## src/rtl/tcode_pkg.sv

```systemverilog
package tcode_pkg;

  // Fixed irregularity added to the linear code ramps so that interval
  // widths differ and interpolation is exercised with uneven denominators.
  localparam int INC_WOBBLE = 3;
  localparam int DEC_WOBBLE = 5;

  typedef enum logic [2:0] {
    ST_IDLE,
    ST_RANGE,
    ST_RCHK,
    ST_PROBE,
    ST_PCHK,
    ST_FETCH,
    ST_INTERP,
    ST_DIV
  } conv_state_t;

  function automatic int cal_code(input int idx, input bit falling,
                                  input int inc_base, input int inc_step,
                                  input int dec_top, input int dec_step);
    if (falling)
      return dec_top - idx * dec_step - (idx % 3) * DEC_WOBBLE;
    return inc_base + idx * inc_step + (idx % 4) * INC_WOBBLE;
  endfunction

  function automatic int cal_temp(input int idx, input int base, input int step);
    return base + idx * step;
  endfunction

endpackage

```

## src/rtl/tcode_cal_rom.sv

```systemverilog
module tcode_cal_rom
  import tcode_pkg::*;
#(
  parameter int TBL_LEN   = 34,
  parameter int DATA_W    = 12,
  parameter int TEMP_W    = 20,
  parameter int IDX_W     = 6,
  parameter int TEMP_BASE = -40000,
  parameter int TEMP_STEP = 5000,
  parameter int INC_BASE  = 300,
  parameter int INC_STEP  = 24,
  parameter int DEC_TOP   = 3800,
  parameter int DEC_STEP  = 70
) (
  input  logic                     clk,
  input  logic [IDX_W:0]           addr_a,
  input  logic [IDX_W:0]           addr_b,
  output logic [DATA_W-1:0]        code_a,
  output logic signed [TEMP_W-1:0] temp_a,
  output logic [DATA_W-1:0]        code_b,
  output logic signed [TEMP_W-1:0] temp_b
);

  localparam int SLOTS = 2 ** IDX_W;
  localparam int DEPTH = 2 * SLOTS;
  localparam int ENT_W = DATA_W + TEMP_W;

  // Upper half holds the falling-code row, lower half the rising-code row.
  logic [ENT_W-1:0] mem [DEPTH];
  logic [ENT_W-1:0] q_a, q_b;

  initial begin
    for (int i = 0; i < SLOTS; i++) begin
      if (i < TBL_LEN) begin
        mem[i] = {DATA_W'(cal_code(i, 1'b0, INC_BASE, INC_STEP, DEC_TOP, DEC_STEP)),
                  TEMP_W'(cal_temp(i, TEMP_BASE, TEMP_STEP))};
        mem[i + SLOTS] = {DATA_W'(cal_code(i, 1'b1, INC_BASE, INC_STEP, DEC_TOP, DEC_STEP)),
                          TEMP_W'(cal_temp(i, TEMP_BASE, TEMP_STEP))};
      end else begin
        mem[i]         = '0;
        mem[i + SLOTS] = '0;
      end
    end
  end

  // Two synchronous read ports, one cycle of latency.
  always_ff @(posedge clk) begin
    q_a <= mem[addr_a];
    q_b <= mem[addr_b];
  end

  assign code_a = q_a[ENT_W-1:TEMP_W];
  assign temp_a = q_a[TEMP_W-1:0];
  assign code_b = q_b[ENT_W-1:TEMP_W];
  assign temp_b = q_b[TEMP_W-1:0];

endmodule

```

## src/rtl/tcode_divider.sv

```systemverilog
module tcode_divider #(
  parameter int NUM_W = 32,
  parameter int DEN_W = 12
) (
  input  logic             clk,
  input  logic             rst,
  input  logic             go_i,
  input  logic [NUM_W-1:0] num_i,
  input  logic [DEN_W-1:0] den_i,
  output logic             done_o,
  output logic [NUM_W-1:0] quo_o
);

  localparam int CNT_W = $clog2(NUM_W);

  logic [NUM_W-1:0] work_r;
  logic [DEN_W-1:0] rem_r;
  logic [DEN_W-1:0] den_r;
  logic [CNT_W-1:0] cnt_r;
  logic             run_r;
  logic             done_r;

  logic [DEN_W:0]   shifted;
  logic [DEN_W+1:0] trial;
  logic             fits;
  logic             unused_trial_msb;

  // One restoring step: bring in the next dividend bit, try the subtract.
  always_comb begin
    shifted = {rem_r, work_r[NUM_W-1]};
    trial   = {1'b0, shifted} - {2'b00, den_r};
    fits    = ~trial[DEN_W+1];
  end
  assign unused_trial_msb = trial[DEN_W];

  always_ff @(posedge clk) begin
    if (rst) begin
      work_r <= '0;
      rem_r  <= '0;
      den_r  <= '0;
      cnt_r  <= '0;
      run_r  <= 1'b0;
      done_r <= 1'b0;
    end else begin
      done_r <= 1'b0;
      if (go_i) begin
        work_r <= num_i;
        rem_r  <= '0;
        den_r  <= den_i;
        cnt_r  <= CNT_W'(NUM_W - 1);
        run_r  <= 1'b1;
      end else if (run_r) begin
        rem_r  <= fits ? trial[DEN_W-1:0] : shifted[DEN_W-1:0];
        work_r <= {work_r[NUM_W-2:0], fits};
        if (cnt_r == '0) begin
          run_r  <= 1'b0;
          done_r <= 1'b1;
        end else begin
          cnt_r <= cnt_r - CNT_W'(1);
        end
      end
    end
  end

  assign done_o = done_r;
  assign quo_o  = work_r;

  // A strictly monotonic table never hands over a zero interval width.
  assert_den_nonzero_R3: assert property (@(posedge clk) disable iff (rst)
    go_i |-> (den_i != '0));

  // A result is only reported for a division that was started.
  assert_done_after_run_R9: assert property (@(posedge clk) disable iff (rst)
    done_r |-> !run_r);

endmodule

```

## src/rtl/tcode_search_ctrl.sv

```systemverilog
module tcode_search_ctrl
  import tcode_pkg::*;
#(
  parameter int TBL_LEN = 34,
  parameter int DATA_W  = 12,
  parameter int RAW_W   = 16,
  parameter int TEMP_W  = 20,
  parameter int IDX_W   = 6,
  parameter int NUM_W   = 32
) (
  input  logic                     clk,
  input  logic                     rst,
  input  logic                     start_i,
  input  logic [RAW_W-1:0]         raw_i,
  input  logic                     falling_i,
  output logic [IDX_W:0]           addr_a_o,
  output logic [IDX_W:0]           addr_b_o,
  input  logic [DATA_W-1:0]        code_a_i,
  input  logic signed [TEMP_W-1:0] temp_a_i,
  input  logic [DATA_W-1:0]        code_b_i,
  input  logic signed [TEMP_W-1:0] temp_b_i,
  output logic                     div_go_o,
  output logic [NUM_W-1:0]         div_num_o,
  output logic [DATA_W-1:0]        div_den_o,
  input  logic                     div_done_i,
  input  logic [NUM_W-1:0]         div_quo_i,
  output logic                     done_o,
  output logic signed [TEMP_W-1:0] temp_o,
  output logic                     invalid_o
);

  localparam logic [IDX_W-1:0] LAST_IDX = IDX_W'(TBL_LEN - 1);
  localparam logic [IDX_W-1:0] ONE_IDX  = IDX_W'(1);

  conv_state_t              state;
  logic [DATA_W-1:0]        code_r;
  logic                     fall_r;
  logic [IDX_W-1:0]         lo_r, hi_r, mid_r;
  logic signed [TEMP_W-1:0] base_r;
  logic [TEMP_W-1:0]        span_r;
  logic                     go_r;
  logic [NUM_W-1:0]         num_r;
  logic [DATA_W-1:0]        den_r;
  logic                     done_r;
  logic signed [TEMP_W-1:0] temp_r;
  logic                     inv_r;

  generate
    if (RAW_W > DATA_W) begin : g_raw_hi
      logic unused_raw_hi;
      assign unused_raw_hi = ^raw_i[RAW_W-1:DATA_W];
    end
  endgenerate

  // Search step helpers.
  logic [IDX_W:0]   mid_sum;
  logic [IDX_W-1:0] mid_w;
  logic [IDX_W-1:0] lo_dec;
  logic             probe_hit;
  logic [IDX_W-1:0] nlo, nhi;
  logic             range_bad;

  assign mid_sum = {1'b0, lo_r} + {1'b0, hi_r};
  assign mid_w   = IDX_W'(mid_sum >> 1);
  assign lo_dec  = lo_r - ONE_IDX;

  // Lower-bound search: the first index whose code has reached the reading.
  assign probe_hit = fall_r ? (code_r >= code_a_i) : (code_r <= code_a_i);
  assign nlo       = probe_hit ? lo_r  : mid_r + ONE_IDX;
  assign nhi       = probe_hit ? mid_r : hi_r;

  // Port a holds entry 0 and port b the last entry while the range is checked.
  assign range_bad = fall_r ? ((code_r <= code_b_i) || (code_r >= code_a_i))
                            : ((code_r <  code_a_i) || (code_r >  code_b_i));

  // Interpolation operands; port a holds entry m-1 and port b entry m.
  logic signed [TEMP_W-1:0] span_s;
  logic [DATA_W-1:0]        adiff, dden;

  assign span_s = temp_b_i - temp_a_i;
  assign adiff  = fall_r ? (code_a_i - code_r)   : (code_r - code_a_i);
  assign dden   = fall_r ? (code_a_i - code_b_i) : (code_b_i - code_a_i);

  always_comb begin
    addr_a_o = {fall_r, {IDX_W{1'b0}}};
    addr_b_o = {fall_r, LAST_IDX};
    unique case (state)
      ST_PROBE: addr_a_o = {fall_r, mid_w};
      ST_FETCH: begin
        addr_a_o = {fall_r, lo_dec};
        addr_b_o = {fall_r, lo_r};
      end
      default: ;
    endcase
  end

  always_ff @(posedge clk) begin
    if (rst) begin
      state  <= ST_IDLE;
      code_r <= '0;
      fall_r <= 1'b0;
      lo_r   <= '0;
      hi_r   <= '0;
      mid_r  <= '0;
      base_r <= '0;
      span_r <= '0;
      go_r   <= 1'b0;
      num_r  <= '0;
      den_r  <= '0;
      done_r <= 1'b0;
      temp_r <= '0;
      inv_r  <= 1'b0;
    end else begin
      done_r <= 1'b0;
      go_r   <= 1'b0;
      unique case (state)
        ST_IDLE: begin
          if (start_i) begin
            code_r <= raw_i[DATA_W-1:0];
            fall_r <= falling_i;
            state  <= ST_RANGE;
          end
        end
        ST_RANGE: state <= ST_RCHK;
        ST_RCHK: begin
          if (range_bad) begin
            inv_r  <= 1'b1;
            done_r <= 1'b1;
            state  <= ST_IDLE;
          end else begin
            lo_r  <= ONE_IDX;
            hi_r  <= LAST_IDX;
            state <= (LAST_IDX == ONE_IDX) ? ST_FETCH : ST_PROBE;
          end
        end
        ST_PROBE: begin
          mid_r <= mid_w;
          state <= ST_PCHK;
        end
        ST_PCHK: begin
          lo_r  <= nlo;
          hi_r  <= nhi;
          state <= (nlo == nhi) ? ST_FETCH : ST_PROBE;
        end
        ST_FETCH: state <= ST_INTERP;
        ST_INTERP: begin
          base_r <= temp_a_i;
          span_r <= $unsigned(span_s);
          num_r  <= NUM_W'($unsigned(span_s)) * NUM_W'(adiff);
          den_r  <= dden;
          go_r   <= 1'b1;
          state  <= ST_DIV;
        end
        ST_DIV: begin
          if (div_done_i) begin
            temp_r <= base_r + $signed(div_quo_i[TEMP_W-1:0]);
            inv_r  <= 1'b0;
            done_r <= 1'b1;
            state  <= ST_IDLE;
          end
        end
        default: state <= ST_IDLE;
      endcase
    end
  end

  assign div_go_o  = go_r;
  assign div_num_o = num_r;
  assign div_den_o = den_r;
  assign done_o    = done_r;
  assign temp_o    = temp_r;
  assign invalid_o = inv_r;

  // Rising-code interval returned by the search must hold the reading.
  assert_bracket_rise_R4: assert property (@(posedge clk) disable iff (rst)
    (state == ST_INTERP && !fall_r) |-> (code_a_i <= code_r && code_r <= code_b_i));

  // Falling-code interval returned by the search must hold the reading.
  assert_bracket_fall_R5: assert property (@(posedge clk) disable iff (rst)
    (state == ST_INTERP && fall_r) |-> (code_b_i <= code_r && code_r < code_a_i));

  // The interpolated step never exceeds the interval's temperature span.
  assert_quot_in_span_R4: assert property (@(posedge clk) disable iff (rst)
    (state == ST_DIV && div_done_i) |-> (div_quo_i <= NUM_W'(span_r)));

  assert_hold_on_invalid_R8: assert property (@(posedge clk) disable iff (rst)
    (done_r && inv_r) |-> $stable(temp_r));

  assert_done_single_R9: assert property (@(posedge clk) disable iff (rst)
    done_r |=> !done_r);

  assert_busy_ignore_R10: assert property (@(posedge clk) disable iff (rst)
    (start_i && state != ST_IDLE) |=> $stable(code_r));

endmodule

```

## src/rtl/tcode_temp_conv.sv

```systemverilog
module tcode_temp_conv
  import tcode_pkg::*;
#(
  parameter int TBL_LEN   = 34,
  parameter int DATA_W    = 12,
  parameter int RAW_W     = 16,
  parameter int TEMP_W    = 20,
  parameter int TEMP_BASE = -40000,
  parameter int TEMP_STEP = 5000,
  parameter int INC_BASE  = 300,
  parameter int INC_STEP  = 24,
  parameter int DEC_TOP   = 3800,
  parameter int DEC_STEP  = 70
) (
  input  logic                     clk,
  input  logic                     rst,
  input  logic                     start_i,
  input  logic [RAW_W-1:0]         raw_code_i,
  input  logic                     falling_i,
  output logic                     done_o,
  output logic signed [TEMP_W-1:0] temp_mc_o,
  output logic                     invalid_o
);

  localparam int IDX_W = $clog2(TBL_LEN);
  localparam int NUM_W = TEMP_W + DATA_W;

  initial begin
    assert_tbl_len_R3: assert (TBL_LEN >= 2)
      else $error("calibration table needs at least two entries");
  end

  logic [IDX_W:0]           addr_a, addr_b;
  logic [DATA_W-1:0]        code_a, code_b;
  logic signed [TEMP_W-1:0] temp_a, temp_b;
  logic                     div_go, div_done;
  logic [NUM_W-1:0]         div_num, div_quo;
  logic [DATA_W-1:0]        div_den;

  tcode_cal_rom #(
    .TBL_LEN(TBL_LEN), .DATA_W(DATA_W), .TEMP_W(TEMP_W), .IDX_W(IDX_W),
    .TEMP_BASE(TEMP_BASE), .TEMP_STEP(TEMP_STEP),
    .INC_BASE(INC_BASE), .INC_STEP(INC_STEP),
    .DEC_TOP(DEC_TOP), .DEC_STEP(DEC_STEP)
  ) rom_i (
    .clk(clk),
    .addr_a(addr_a), .addr_b(addr_b),
    .code_a(code_a), .temp_a(temp_a),
    .code_b(code_b), .temp_b(temp_b)
  );

  tcode_search_ctrl #(
    .TBL_LEN(TBL_LEN), .DATA_W(DATA_W), .RAW_W(RAW_W),
    .TEMP_W(TEMP_W), .IDX_W(IDX_W), .NUM_W(NUM_W)
  ) ctrl_i (
    .clk(clk), .rst(rst),
    .start_i(start_i), .raw_i(raw_code_i), .falling_i(falling_i),
    .addr_a_o(addr_a), .addr_b_o(addr_b),
    .code_a_i(code_a), .temp_a_i(temp_a),
    .code_b_i(code_b), .temp_b_i(temp_b),
    .div_go_o(div_go), .div_num_o(div_num), .div_den_o(div_den),
    .div_done_i(div_done), .div_quo_i(div_quo),
    .done_o(done_o), .temp_o(temp_mc_o), .invalid_o(invalid_o)
  );

  tcode_divider #(
    .NUM_W(NUM_W), .DEN_W(DATA_W)
  ) div_i (
    .clk(clk), .rst(rst),
    .go_i(div_go), .num_i(div_num), .den_i(div_den),
    .done_o(div_done), .quo_o(div_quo)
  );

endmodule

```

## config.mk

```make
export PLATFORM = sky130hd
export DESIGN_NAME = tcode_temp_conv
export DESIGN_NICKNAME = d
export VERILOG_FILES = /design/src/rtl/tcode_pkg.sv /design/src/rtl/tcode_cal_rom.sv /design/src/rtl/tcode_divider.sv /design/src/rtl/tcode_search_ctrl.sv /design/src/rtl/tcode_temp_conv.sv
export SDC_FILE = /design/constraint.sdc
export NUM_CORES = 1
export LEC_CHECK = 0
export CORE_MARGIN = 5
export CORE_UTILIZATION = 40
export CTS_CLUSTER_DIAMETER = 60
export DETAILED_ROUTE_END_ITERATION = 16
export PLACE_DENSITY = 0.55
export SLEW_MARGIN = 20
export SYNTH_ARGS = -nofsm -noshare
export SYNTH_HDL_FRONTEND = slang
export SYNTH_SLANG_ARGS = --single-unit
export TNS_END_PERCENT = 100
```

## constraint.sdc

```tcl
create_clock -name clk -period 9.05 [get_ports clk]
set_input_delay 1.81 -clock clk [delete_from_list [all_inputs] [get_ports clk]]
set_output_delay 1.81 -clock clk [all_outputs]
set_load 0.05 [all_outputs]
```

# --- Yosys cells after proc, flatten, opt, wreduce, memory -nomap -nowiden ---
# Memory sizes are Yosys's and may differ from the RTL's. A register that Yosys moved wholly into a read port is not among the register bits.
# Index checks and enable logic that the tools add are counted.
totals:
  register_bits: 248
  latchBits: 0
  ramBits: 0
  mem_bits_ro: 3712
  wordCells: 103
  mem_count: 1
op_classes:
  n_addsub: 11
  mul: 1
  n_div: 0
  magnitude_cmp: 5
  n_eq_ne: 13
  n_shift: 0
  mux: 34
  bitwise_logic: 2
  n_reduce_logical: 15
mem_list:
  columns: ["memory", "depth", "width", "rd", "rd_ports_with_merged_regs", "wr", "line_no", "rtl"]
  rows:
  - ["rom_i.mem", 128, 29, 2, 2, 0, "tcode_cal_rom.sv:29", "logic [ENT_W-1:0] mem [DEPTH];"]
op_table:
  columns: ["op", "count"]
  rows:
  - ["$mux 32", 2]
  - ["$sub 12x12->12", 4]
  - ["$mux 12", 3]
  - ["$pmux 6 s2", 3]
  - ["$mul 20x12->32", 1]
  - ["$mux 6", 5]
  - ["$le 12x12->1", 2]
  - ["$pmux 3 s8", 1]
  - ["$add 20x20->20", 1]
  - ["$sub 20x20->20", 1]
  - ["$mux 5", 3]
  - ["$sub 13x12->14", 1]
  - ["$eq 3x3->1 const B", 4]
  - ["$ge 12x12->1", 1]
  - ["$gt 12x12->1", 1]
  - ["$lt 12x12->1", 1]
  - ["$mux 1", 11]
  - ["$reduce_and 2->1", 5]
  - ["$mux 3", 3]
  - ["$add 6x6->7", 1]
  - ["$add 6x1->6 const B", 1]
  - ["$eq 3x2->1 const B", 2]
  - ["$eq 6x6->1", 1]
  - ["$ne 2x2->1 const B", 3]
  - ["other kinds (14)", 20]

# --- Depth between registers and ports, before layout ---
# Gate-level depths: netlist of run 1.
depth:
  word_depth: 6
  depth_mapped: 31
  ltp_nobuf: 30

# --- By module ---
# From an unflattened synthesis of run 1, not the netlist that was laid out.
unflattened:
  cells_unflattened: 2999
  hier_area_um2: 23874.1
by_module_without_submodules:
  columns: ["mod", "n_inst", "cells_each", "area_each_um2", "seq_area_each_um2"]
  rows:
  - ["tcode_search_ctrl", 1, 2065, 16403.2, 2422.3]
  - ["tcode_cal_rom", 1, 534, 4146.5, 1081.0]
  - ["tcode_divider", 1, 400, 3324.4, 1261.2]

# --- Least setup slack after synthesis of run 1 ---
# No wires, ideal clock.
synth_path:
  path_type: "register -> register"
  startpoint: "register rom_i.q_a[21] (read register of rom_i.mem)"
  endpoint: "register ctrl_i.num_r[31], in the netlist ctrl_i.div_num_o[31]"
  setup_ps: 127
  t_arrival_ps: 7260
  required_ps: 8923
  slack_ps: 1663
  path_stages_with_launch: 29
  n_path_buf: 1
  period_less_slack_ps: 7387
  cell_sequence: "dfxtp_1 -> inv_1 -> ha_1 -> nor2b_1 -> o31ai_1 -> o21ai_0 -> a311oi_1 -> nor2_1 -> nor2_1 -> xnor2_1 -> clkbuf_1 -> nand2_1 -> fa_1 -> inv_1 -> fa_1 -> fa_1 -> fa_1 -> inv_1 -> fa_1 -> inv_1 -> ha_1 -> a21o_1 -> a21oi_2 -> nor4b_1 -> a21oi_1 -> a211o_1 -> a21oi_2 -> a2111oi_0 -> or3_1"
synth_between:
  elab_chain_cells: 3
  word_cells_on_any_way: 4
synth_rtl:
  columns: ["element", "line_no", "rtl"]
  rows:
  - ["start: declaration", "tcode_cal_rom.sv:30", "logic [ENT_W-1:0] q_a, q_b;"]
  - ["$sub 12x12->12", "tcode_search_ctrl.sv:81", "assign adiff = fall_r ? (code_a_i - code_r) : (code_r - code_a_i);"]
  - ["$mux 12 (*)", "tcode_search_ctrl.sv:81", null]
  - ["$mul 20x12->32 (*)", "tcode_search_ctrl.sv:149", "num_r <= NUM_W'($unsigned(span_s)) * NUM_W'(adiff);"]
  - ["end signal: assignment", "tcode_search_ctrl.sv:149", null]
  - ["end: declaration", "tcode_search_ctrl.sv:42", "logic [NUM_W-1:0] num_r;"]
# Every way passes the cells marked *; elsewhere a longest branch is shown, timed or not.
# A chain may end at the register's enable or synchronous reset.

# --- Final worst setup path of run 1 ---
# Same ends and word-level chain as after synthesis.

==> results of run 1 <==
==> Yosys cell counts (7+ instances only) <==
library cell	n
a21o_1	31
o211ai_1	19
nor2_1	218
nand3b_1	8
dfxtp_1	230
a211oi_1	52
clkbuf_1	103
xnor2_1	73
a31oi_1	27
nor2b_1	46
a21oi_1	238
buf_1	19
and2_1	37
o31ai_1	11
nand2b_1	51
o21bai_1	7
nor3_1	46
mux2i_1	62
o22ai_1	11
nand2_1	353
or3_1	14
and3_1	14
inv_1	306
nand3_1	54
o21ai_0	123
xor2_1	28
ha_1	193
o21a_1	12
mux2_2	7
buf_2	33
nand4_1	21
a221oi_1	13
fa_1	158
==> worst max path at each step <==
stage / from / end / slack [ns]
2_1_floorplan: rom_i.q_a[21]$_DFF_P_ / ctrl_i.div_num_o[31]$_SDFFE_PP0P_ / 1.66
3_3_place_gp: rom_i.q_a[21]$_DFF_P_ / ctrl_i.div_num_o[31]$_SDFFE_PP0P_ / 0.79
3_5_place_dp: rom_i.q_a[21]$_DFF_P_ / ctrl_i.div_num_o[31]$_SDFFE_PP0P_ / 0.66
4_1_cts: rom_i.q_a[21]$_DFF_P_ / ctrl_i.div_num_o[31]$_SDFFE_PP0P_ / 0.70
5_1_grt: rom_i.q_a[21]$_DFF_P_ / ctrl_i.div_num_o[31]$_SDFFE_PP0P_ / 0.49
6_report: rom_i.q_a[21]$_DFF_P_ / ctrl_i.div_num_o[31]$_SDFFE_PP0P_ / 0.98
==> cells by family after synthesis <==
| family | after synthesis |
|---|---|
| mux | 69 |
| flops | 230 |
| xor+xnor | 103 |
| buf+inv | 474 |
| compound gates | 635 |
| simple gates | 895 |
| fa+ha+maj | 352 |
==> registers in the layout, indices dropped and copies added, names as in the netlist <==
signal and flops:
div_i.quo_o 32, ctrl_i.div_num_o 29, rom_i.q_a 27, rom_i.q_b 27
ctrl_i.temp_o 20, ctrl_i.base_r 15, ctrl_i.code_r 12, ctrl_i.div_den_o 12
div_i.den_r 12, div_i.rem_r 12, ctrl_i.hi_r 6, ctrl_i.lo_r 6
ctrl_i.mid_r 6, div_i.cnt_r 5, ctrl_i.state 3, ctrl_i.div_go_o 1
ctrl_i.done_o 1, ctrl_i.fall_r 1, ctrl_i.invalid_o 1, div_i.done_o 1
div_i.run_r 1
==> critical path, stage by stage, from the launching register on <==
cell and delay (ns):
dfxtp_1 0.46, inv_1 0.18, ha_1 0.35, nor2b_1 0.13
o31ai_1 0.06, o21ai_0 0.40, a311oi_1 0.20, xnor2_1 0.84
buf_4 0.34, nand2_1 0.09, fa_1 0.46, fa_1 0.51
inv_1 0.05, fa_1 0.49, fa_1 0.55, inv_1 0.06
fa_1 0.56, inv_1 0.05, ha_1 0.34, nand3_1 0.15
nor2_1 0.09, nor4b_1 0.28, a21oi_1 0.23, a211o_1 0.37
a21oi_2 0.21, a2111oi_0 0.12, or3_1 0.38
==> power groups by stage <==
stage / Clock (W) / Sequential (W) / Combinational (W)
4_1_cts: 0.00125 / 0.00105 / 0.00418
6_report: 0.00121 / 0.00105 / 0.00411
3_5_place_dp: 0 / 0.00108 / 0.00414
5_1_grt: 0.00130 / 0.00106 / 0.00467
2_1_floorplan: 0 / 0.00106 / 0.00302
3_3_place_gp: 0 / 0.00108 / 0.00411
==> through the flow <==
| stage | total power [W] | area [sq um] | instances | setup slack, ns |
|---|---|---|---|---|
| after floorplan | 0.00408 | 21800 | 2758 | 1.66 |
| after detailed placement | 0.00521 | 22700 | 3372 | 0.658 |
| after global routing | 0.00702 | 23700 | 3428 | 0.489 |
| after CTS | 0.00648 | 23700 | 3428 | 0.701 |
| final | 0.00638 | 23700 | 3428 | 0.978 |
| after global placement | 0.00519 | 22700 | 3372 | 0.790 |
==> cells in the final DEF, fill, tap and decap left out, types with 19 or more instances in the layout <==
cell type	instances
xnor2_1	66
clkbuf_16	30
a31oi_1	27
xor2_1	28
a21oi_1	238
clkdlybuf4s50_1	36
nor2_1	216
nand4_1	21
buf_4	47
ha_1	193
nor3_1	45
a211oi_1	52
fa_1	158
and2_1	37
o21ai_0	123
mux2i_1	62
o211ai_1	19
a21o_1	31
dfxtp_1	227
inv_1	306
nand2b_1	51
nand2_1	352
nor2b_1	46
nand3_1	54
==> final cells by class <==
| cell class | count | share of cell area (%) |
|---|---|---|
| Clock buffer | 39 | 3.47 |
| Multi-Input combinational cell | 2054 | 64.7 |
| Clock inverter | 17 | 0.912 |
| Inverter | 309 | 4.88 |
| Sequential cell | 230 | 19.4 |
| Tap cell | 696 | 3.67 |
| Timing Repair Buffer | 83 | 3.00 |
==> metal layers <==
| metal | GRT usage (%) | vias up | routed length, um |
|---|---|---|---|
| met3 | 1.93 | 87 | 3120 |
| li1 | - | 9164 | - |
| met4 | 4.87 | 0 | 1430 |
| met2 | 37.6 | 503 | 31500 |
| met1 | 29.6 | 9283 | 29400 |
| met5 | 0 | - | 0 |
==> metrics.cfg, run 1 <==
[synthesis]
syn_inst = 2758
synthFlopType = dfxtp_1
synth_top_area_share_pct = 21.2
yosys-mux-area-fraction_pct = 3.21
yosysWarnings = 0
synth_nets = 3129
synth_fa_ha_area_share_pct = 25.7
synthTopCellsByArea = dfxtp_1 21%, fa_1 15%, ha_1 11%, nand2_1 6.1%, a21oi_1 5.5%
yosysUniqueCellTypes = 89
synthSimpleGateAreaFrac_pct = 18.9
synth_xor_area_share_pct = 4.21
synth.avg_cell_area_sq_um = 7.89
synth_compound_area_share_pct = 18.2
synthArstFlopShare_pct = 0
yosysSeqAreaShare_pct = 21.2
synth_enable_flop_cells = 0
synth_top_cell_by_area = dfxtp_1
synth_area_sq_um = 21800
ys_ff_latch = 230
synth_top_family_by_area = adder cells

[cells_and_area]
multiInputGateArea_sq_um = 15400
regArea_sq_um = 4610
syn_to_final_growth_pct = 9.08
fin_util_pct = 44.1
diodes = 0
final_nets = 3079
layout-drive-gt1-share_pct = 5.27
fillers = 5428

[clock_network]
ctsHtreeMaxLevel = 1
cts_root_buf = clkbuf_16
cts_hold_buffers = 0
cts_num_sinks = 230
cts_tree = yes
post_cts_resize_count = 0
clockBufferDepth = 3
cts_buffers = 30
clkTransAtPathRegs_ns = 0.06
clock_latency_ns = 0.59
post-cts-setup-buffers = 0

[die]
std_cell_rows = 85
core_area_sq_um = 53800
dieWidth_um = 243
initial_core_util_pct = 40.4
ios = 42
dieArea_sq_um = 59200
die_h_um = 243

[grt]
first_global_vias = 18957
antenna_found_initial = 0
grt-ovfl-total = 0
grt_max_degree = 81
grt_first_pass_wirelength_um = 105000
grtUsageTotal_pct = 21.7

[power_and_ir_drop]
p_leak_nw = 10.3
pwr-share-seq_pct = 16.5
ir_drop_v = 0.000361
power_switching_w = 0.00295
p_int_w = 0.00343
p_comb_share_pct = 64.5
power_density_nw_per_um2 = 269
power_frac_clock_pct = 19.0
swShare_pct = 46.3

[timing]
rsz0062_at_grt = false
fin_crit_sh_pct = 89.2
drv_slew = 0
hold_viol = 0
tns_ns = 0
fmax_mhz = 124
whs_ns = 0.454
finalCriticalPeriod_ns = 8.07
setup_viol = 0
worst_pin_slew_ns = 1.04
skew_ns = 0.0459
slew_headroom_pct = 30.0

[min_path]
whs_path_depth = 2
min_to = ctrl_i.div_num_o[26]$_SDFFE_PP0P_
min_from = ctrl_i.div_num_o[26]$_SDFFE_PP0P_
hp-class = register to register

[critical_path]
critPathKind = register to register
critPathLaunchType = register
cp.required_ns = 9.51
arrival_ns = 8.53
r2r-end = ctrl_i.div_num_o[31]$_SDFFE_PP0P_
cp-end-kind = register
r2r_slack_ns = 0.98
reg2reg_depth = 26
r2r_start = rom_i.q_a[21]$_DFF_P_
critPathMaxFanout = 10

[place]
detailed_place_hpwl_um = 50400
gp_congestion = 0.869
io_buffers = 37

[drt]
drt-initial-drc-count = 1480
postRouteAntennaNets = 0
drc_errors = 0
wire_per_inst_um = 19.1
viasPerCell = 5.55
routed_wl_um = 65500
vias = 19037
dr.pass1.iters = 7

[outcome]
status = finished clean

[flow_run]
maxCapViolCount = 0

(Power assumes the default switching activity.)
==> run 2, diff against run 1 <==
- CTS_CLUSTER_DIAMETER: 60 -> unset
==> run 2 against run 1 <==
Cell count decreased by 0.12%. Sequential cell count stayed put. Clock power about the same. Maximum frequency shrank 0.10%. Count of clock-buffer cells in the layout down 4. Via count increased by 0.35%. Global-route usage barely moved. Setup slack worse by 0.0083 ns. Critical path type unchanged.
==> metrics.cfg, run 2 (same netlist as run 1, synthesis figures left out) <==
[outcome]
status = finished clean

[cells_and_area]
syn_to_final_growth_pct = 8.89
largest_reg_flops = 32  ; unchanged
layout-drive-gt1-share_pct = 5.17  ; -0.10 points
finalNonFillerCells = 3424  ; -0.12%
mostFrequentLayoutCells = 352 x nand2_1, 306 x inv_1, 238 x a21oi_1, 227 x dfxtp_1, 216 x nor2_1
final_nets = 3077  ; -0.065%
diodes = 0  ; unchanged
final_common_cell = nand2_1

[critical_path]
reg2reg_depth = 26  ; unchanged
cp.required_ns = 9.51  ; about the same
startpoint = rom_i.q_a[21]$_DFF_P_
arrival_ns = 8.54  ; about the same
critPathMaxFanout = 10  ; unchanged
r2r-end = ctrl_i.div_num_o[31]$_SDFFE_PP0P_
r2r_start = rom_i.q_a[21]$_DFF_P_
critPathLaunchType = register
r2r_slack_ns = 0.97  ; about the same
critPathKind = register to register
cp-end-kind = register
crit_end = ctrl_i.div_num_o[31]$_SDFFE_PP0P_

[die]
die_h_um = 243  ; unchanged
std_cell_rows = 85  ; unchanged
core_area_sq_um = 53800  ; unchanged
ios = 42  ; unchanged
initial_core_util_pct = 40.4  ; unchanged
dieArea_sq_um = 59200  ; unchanged
dieWidth_um = 243  ; unchanged

[clock_network]
cts_buffers = 28  ; -6.7%
clockBufferDepth = 3  ; unchanged
clock_latency_ns = 0.58  ; about the same
cts_hold_buffers = 0  ; unchanged
cts_tree = yes
post_cts_resize_count = 0  ; unchanged
post-cts-setup-buffers = 0  ; unchanged
cts_root_buf = clkbuf_16
ctsHtreeMaxLevel = 1  ; unchanged
cts_num_sinks = 230  ; unchanged
clkTransAtPathRegs_ns = 0.06  ; about the same

[drt]
wire_per_inst_um = 19.2  ; +0.46%
postRouteAntennaNets = 0  ; unchanged
dr.pass1.iters = 6  ; -1
drc_errors = 0  ; unchanged
routed_wl_um = 65700  ; +0.35%
drt-initial-drc-count = 1446  ; -2.3%
viasPerCell = 5.58  ; +0.47%
vias = 19104  ; +0.35%

[power_and_ir_drop]
p_leak_nw = 10.3  ; about the same
power_density_nw_per_um2 = 268  ; -0.14%
ir_drop_v = 0.000360  ; -0.31%

[timing]
worst_pin_slew_ns = 1.08  ; +0.0416 ns
drv_slew = 0  ; unchanged
fmax_mhz = 124  ; -0.10%
tns_ns = 0  ; unchanged
finalCriticalPeriod_ns = 8.08  ; +0.00835 ns
skew_ns = 0.0390  ; -0.00694 ns
setup_viol = 0  ; unchanged
slew_headroom_pct = 27.2  ; -2.8 points
rsz0062_at_grt = false
hold_viol = 0  ; unchanged
fin_crit_sh_pct = 89.3  ; +0.092 points

[grt]
grt-ovfl-total = 0  ; unchanged
grtUsageTotal_pct = 21.7  ; about the same
antenna_found_initial = 0  ; unchanged
first_global_vias = 18942  ; -0.079%
grt_first_pass_wirelength_um = 105000  ; about the same
grt_max_degree = 81  ; unchanged

[place]
gp_congestion = 0.869  ; unchanged
detailed_place_hpwl_um = 50400  ; unchanged
io_buffers = 37  ; unchanged
dp_cells = 3372  ; unchanged

[min_path]
hp-class = register to register
min_from = ctrl_i.div_num_o[26]$_SDFFE_PP0P_
whs_path_depth = 2  ; unchanged

[flow_run]
maxCapViolCount = 0  ; unchanged

==> run 2: worst min path at each step <==
stage / endpoint / slack [ns]
2_1_floorplan: ctrl_i.div_den_o[1]$_SDFFE_PP0P_ / 0.43
3_3_place_gp: ctrl_i.temp_o[18]$_SDFFE_PP0P_ / 0.44
3_5_place_dp: ctrl_i.temp_o[17]$_SDFFE_PP0P_ / 0.45
4_1_cts: ctrl_i.div_den_o[1]$_SDFFE_PP0P_ / 0.46
5_1_grt: ctrl_i.div_num_o[21]$_SDFFE_PP0P_ / 0.47
6_report: ctrl_i.div_num_o[26]$_SDFFE_PP0P_ / 0.45
==> run 2: metrics by stage <==
stage          utilization, %  worst slack [ns]  hold slack, ns  cell area (sq um)  total power [W]
2_1_floorplan               -              1.66           0.432              21800          0.00408
3_3_place_gp             42.2             0.790           0.444              22700          0.00519
3_5_place_dp             42.2             0.658           0.448              22700          0.00521
4_1_cts                  44.0             0.691           0.456              23700          0.00646
5_1_grt                  44.0             0.496           0.470              23700          0.00700
6_report                 44.0             0.969           0.454              23700          0.00636
==> run 2: power breakdown <==
group / switching, W / total (W) / internal (W)
Sequential: 0.0000235 / 0.00105 / 0.00103
Clock: 0.000461 / 0.00120 / 0.000739
Combinational: 0.00245 / 0.00411 / 0.00166
Total: 0.00293 / 0.00636 / 0.00343
==> run 2: worst max-delay path: stages (launching register included) <==
cell and delay [ns]:
dfxtp_1 0.46, inv_1 0.18, ha_1 0.35, nor2b_1 0.13
o31ai_1 0.06, o21ai_0 0.40, a311oi_1 0.20, xnor2_1 0.87
buf_4 0.34, nand2_1 0.09, fa_1 0.46, fa_1 0.51
inv_1 0.05, fa_1 0.49, fa_1 0.55, inv_1 0.06
fa_1 0.56, inv_1 0.05, ha_1 0.34, nand3_1 0.15
nor2_1 0.09, nor4b_1 0.27, a21oi_1 0.21, a211o_1 0.38
a21oi_2 0.21, a2111oi_0 0.12, or3_1 0.39
==> run 2: layout make-up <==
class | count | area (sq um)
Clock buffer | 35 | 757
Clock inverter | 17 | 241
Fill cell | 5428 | 30100
Inverter | 309 | 1160
Multi-Input combinational cell | 2054 | 15400
Sequential cell | 230 | 4610
Tap cell | 696 | 871
Timing Repair Buffer | 83 | 713
==> run 2: per-layer routing <==
layer / GRT usage (%) / up-vias / wire, um
met1: 29.6 / 9399 / 29700
met3: 1.94 / 72 / 2860
met4: 4.22 / 0 / 1160
met5: 0 / - / 0
met2: 38.0 / 473 / 31900
li1: - / 9160 / -
==> run 3, diff against run 2 <==
- CORE_ASPECT_RATIO: unset -> 1.75
==> run 3 against run 2 <==
Die area grew 0.31%. Clock power decreased by 14%. Final area is 1.0% lower. Sequential cell count unchanged. Largest power group unchanged. Worst hold slack worse by 0.0048 ns. Count of clock-buffer cells in the layout increased by 3. Sequential power about the same. Clock skew down 0.012 ns. Largest cell class unchanged. Routed wire length fell by 1.4%. Sequential share of layout area grew 0.20 points. Register-to-register slack worse by 0.22 ns.
==> metrics.cfg, run 3 (same netlist as run 1, synthesis figures left out) <==
[clock_network]
clock_latency_ns = 0.55  ; -0.03 ns
post_cts_resize_count = 0  ; unchanged
cts_buffers = 24  ; -14%
post-cts-setup-buffers = 0  ; unchanged
cts_num_sinks = 230  ; unchanged
cts_hold_buffers = 0  ; unchanged
ctsHtreeMaxLevel = 1  ; unchanged
cts_root_buf = clkbuf_16
clkTransAtPathRegs_ns = 0.07  ; about the same
cts_tree = yes
clockBufferDepth = 3  ; unchanged

[outcome]
status = finished clean

[timing]
rsz0062_at_grt = false
fin_crit_sh_pct = 91.7  ; +2.4 points
hold_viol = 0  ; unchanged
skew_ns = 0.0266  ; -0.0124 ns
setup_viol = 0  ; unchanged
slew_headroom_pct = 32.9  ; +5.7 points
tns_ns = 0  ; unchanged
drv_slew = 0  ; unchanged
finalCriticalPeriod_ns = 8.30  ; +0.217 ns
worst_pin_slew_ns = 1.00  ; -0.0810 ns
fmax_mhz = 121  ; -2.6%

[cells_and_area]
final_nets = 3073  ; -0.13%
largest_reg_flops = 32  ; unchanged
mostFrequentLayoutCells = 352 x nand2_1, 306 x inv_1, 238 x a21oi_1, 226 x dfxtp_1, 217 x nor2_1
fillers = 5498  ; +1.3%
regArea_sq_um = 4610  ; about the same
layout-drive-gt1-share_pct = 4.60  ; -0.57 points
diodes = 0  ; unchanged
final_common_cell = nand2_1
syn_to_final_growth_pct = 7.78
multiInputGateArea_sq_um = 15300  ; -0.31%

[power_and_ir_drop]
p_leak_nw = 10.1  ; -1.5%
total_power_w = 0.00612  ; -3.7%
power_density_nw_per_um2 = 261  ; -2.7%
ir_drop_v = 0.000249  ; -31%

[critical_path]
max_stage_delay_ns = 0.56  ; -0.31 ns
arrival_ns = 8.72  ; +0.18 ns
critPathLaunchType = register
cp_slowest_cell = fa_1
critPathMaxFanout = 15  ; +5
critPathKind = register to register
cp.required_ns = 9.47  ; -0.04 ns
cp-end-kind = register
crit_top_cell = fa_1
reg2reg_depth = 28  ; +7.7%
r2r_slack_ns = 0.75  ; -0.22 ns

[drt]
drc_errors = 0  ; unchanged
vias = 18900  ; -1.1%
viasPerCell = 5.54  ; -0.63%
dr.pass1.iters = 5  ; -1
drt-initial-drc-count = 1364  ; -5.7%
routed_wl_um = 64800  ; -1.4%
postRouteAntennaNets = 0  ; unchanged
wire_per_inst_um = 19.0  ; -0.92%

[die]
dieWidth_um = 186  ; -23%
std_cell_rows = 113  ; +33%
ios = 42  ; unchanged
initial_core_util_pct = 40.2  ; -0.25 points
dieArea_sq_um = 59400  ; +0.31%
die_h_um = 319  ; +31%
core_area_sq_um = 54200  ; +0.63%

[grt]
antenna_found_initial = 1  ; +1
first_global_vias = 19266  ; +1.7%
grt_first_pass_wirelength_um = 103000  ; -2.0%
grt-ovfl-total = 0  ; unchanged
grt_max_degree = 91  ; +12%
grtUsageTotal_pct = 21.1  ; -0.64 points

[min_path]
whs_path_depth = 2  ; unchanged
hp-class = register to register

[place]
gp_congestion = 0.937  ; +7.8%
io_buffers = 37  ; unchanged
detailed_place_hpwl_um = 50100  ; -0.67%

[flow_run]
maxCapViolCount = 0  ; unchanged

## run 3: metrics by stage
step | utilization (%) | worst slack [ns] | cell area (sq um) | hold WS, ns | cells
3_5_place_dp | 41.8 | 0.841 | 22600 | 0.446 | 3366
6_report | 43.3 | 0.752 | 23500 | 0.450 | 3409
4_1_cts | 43.3 | 0.780 | 23500 | 0.454 | 3409
2_1_floorplan | - | 1.66 | 21800 | 0.432 | 2758
3_3_place_gp | 41.8 | 0.989 | 22600 | 0.439 | 3366
5_1_grt | 43.3 | 0.355 | 23500 | 0.472 | 3409
## run 3: critical path: cells and delay by family (launching register included)
| family | cells | cell delay (ns) |
|---|---|---|
| compound gates | 12 | 2.66 |
| flops | 1 | 0.50 |
| simple gates | 3 | 0.80 |
| xor+xnor | 1 | 0.17 |
| fa+ha+maj | 7 | 3.43 |
| buf+inv | 5 | 0.62 |
## run 3: area by class of cell
class / instances / share of cell area (%)
repair buffers: 83 / 3.04
inverters: 309 / 4.94
flip-flops and latches: 230 / 19.6
clock buffers: 38 / 3.22
well taps: 690 / 3.68
clock inverters: 5 / 0.245
multi-input cells: 2054 / 65.2
## run 3: final timing paths
path | to | startpoint
max | ctrl_i.div_num_o[31]$_SDFFE_PP0P_ | rom_i.q_a[21]$_DFF_P_
min reg2reg | ctrl_i.temp_o[10]$_SDFFE_PP0P_ | ctrl_i.temp_o[10]$_SDFFE_PP0P_
min | ctrl_i.temp_o[10]$_SDFFE_PP0P_ | ctrl_i.temp_o[10]$_SDFFE_PP0P_
max reg2reg | ctrl_i.div_num_o[31]$_SDFFE_PP0P_ | rom_i.q_a[21]$_DFF_P_
## run 3: power by group
part,internal [W],switching (W)
Clock,0.000599,0.000432
Combinational,0.00164,0.00239
Sequential,0.00103,0.0000312
Total,0.00327,0.00286
## run 3: layer usage
metal	global-route usage [%]	vias to the layer above	share of wire, %
met3	1.31	143	2.6
met1	23.4	9172	38
met5	0	-	0
met2	41.1	443	55
li1	-	9142	-
met4	8.70	0	4.5
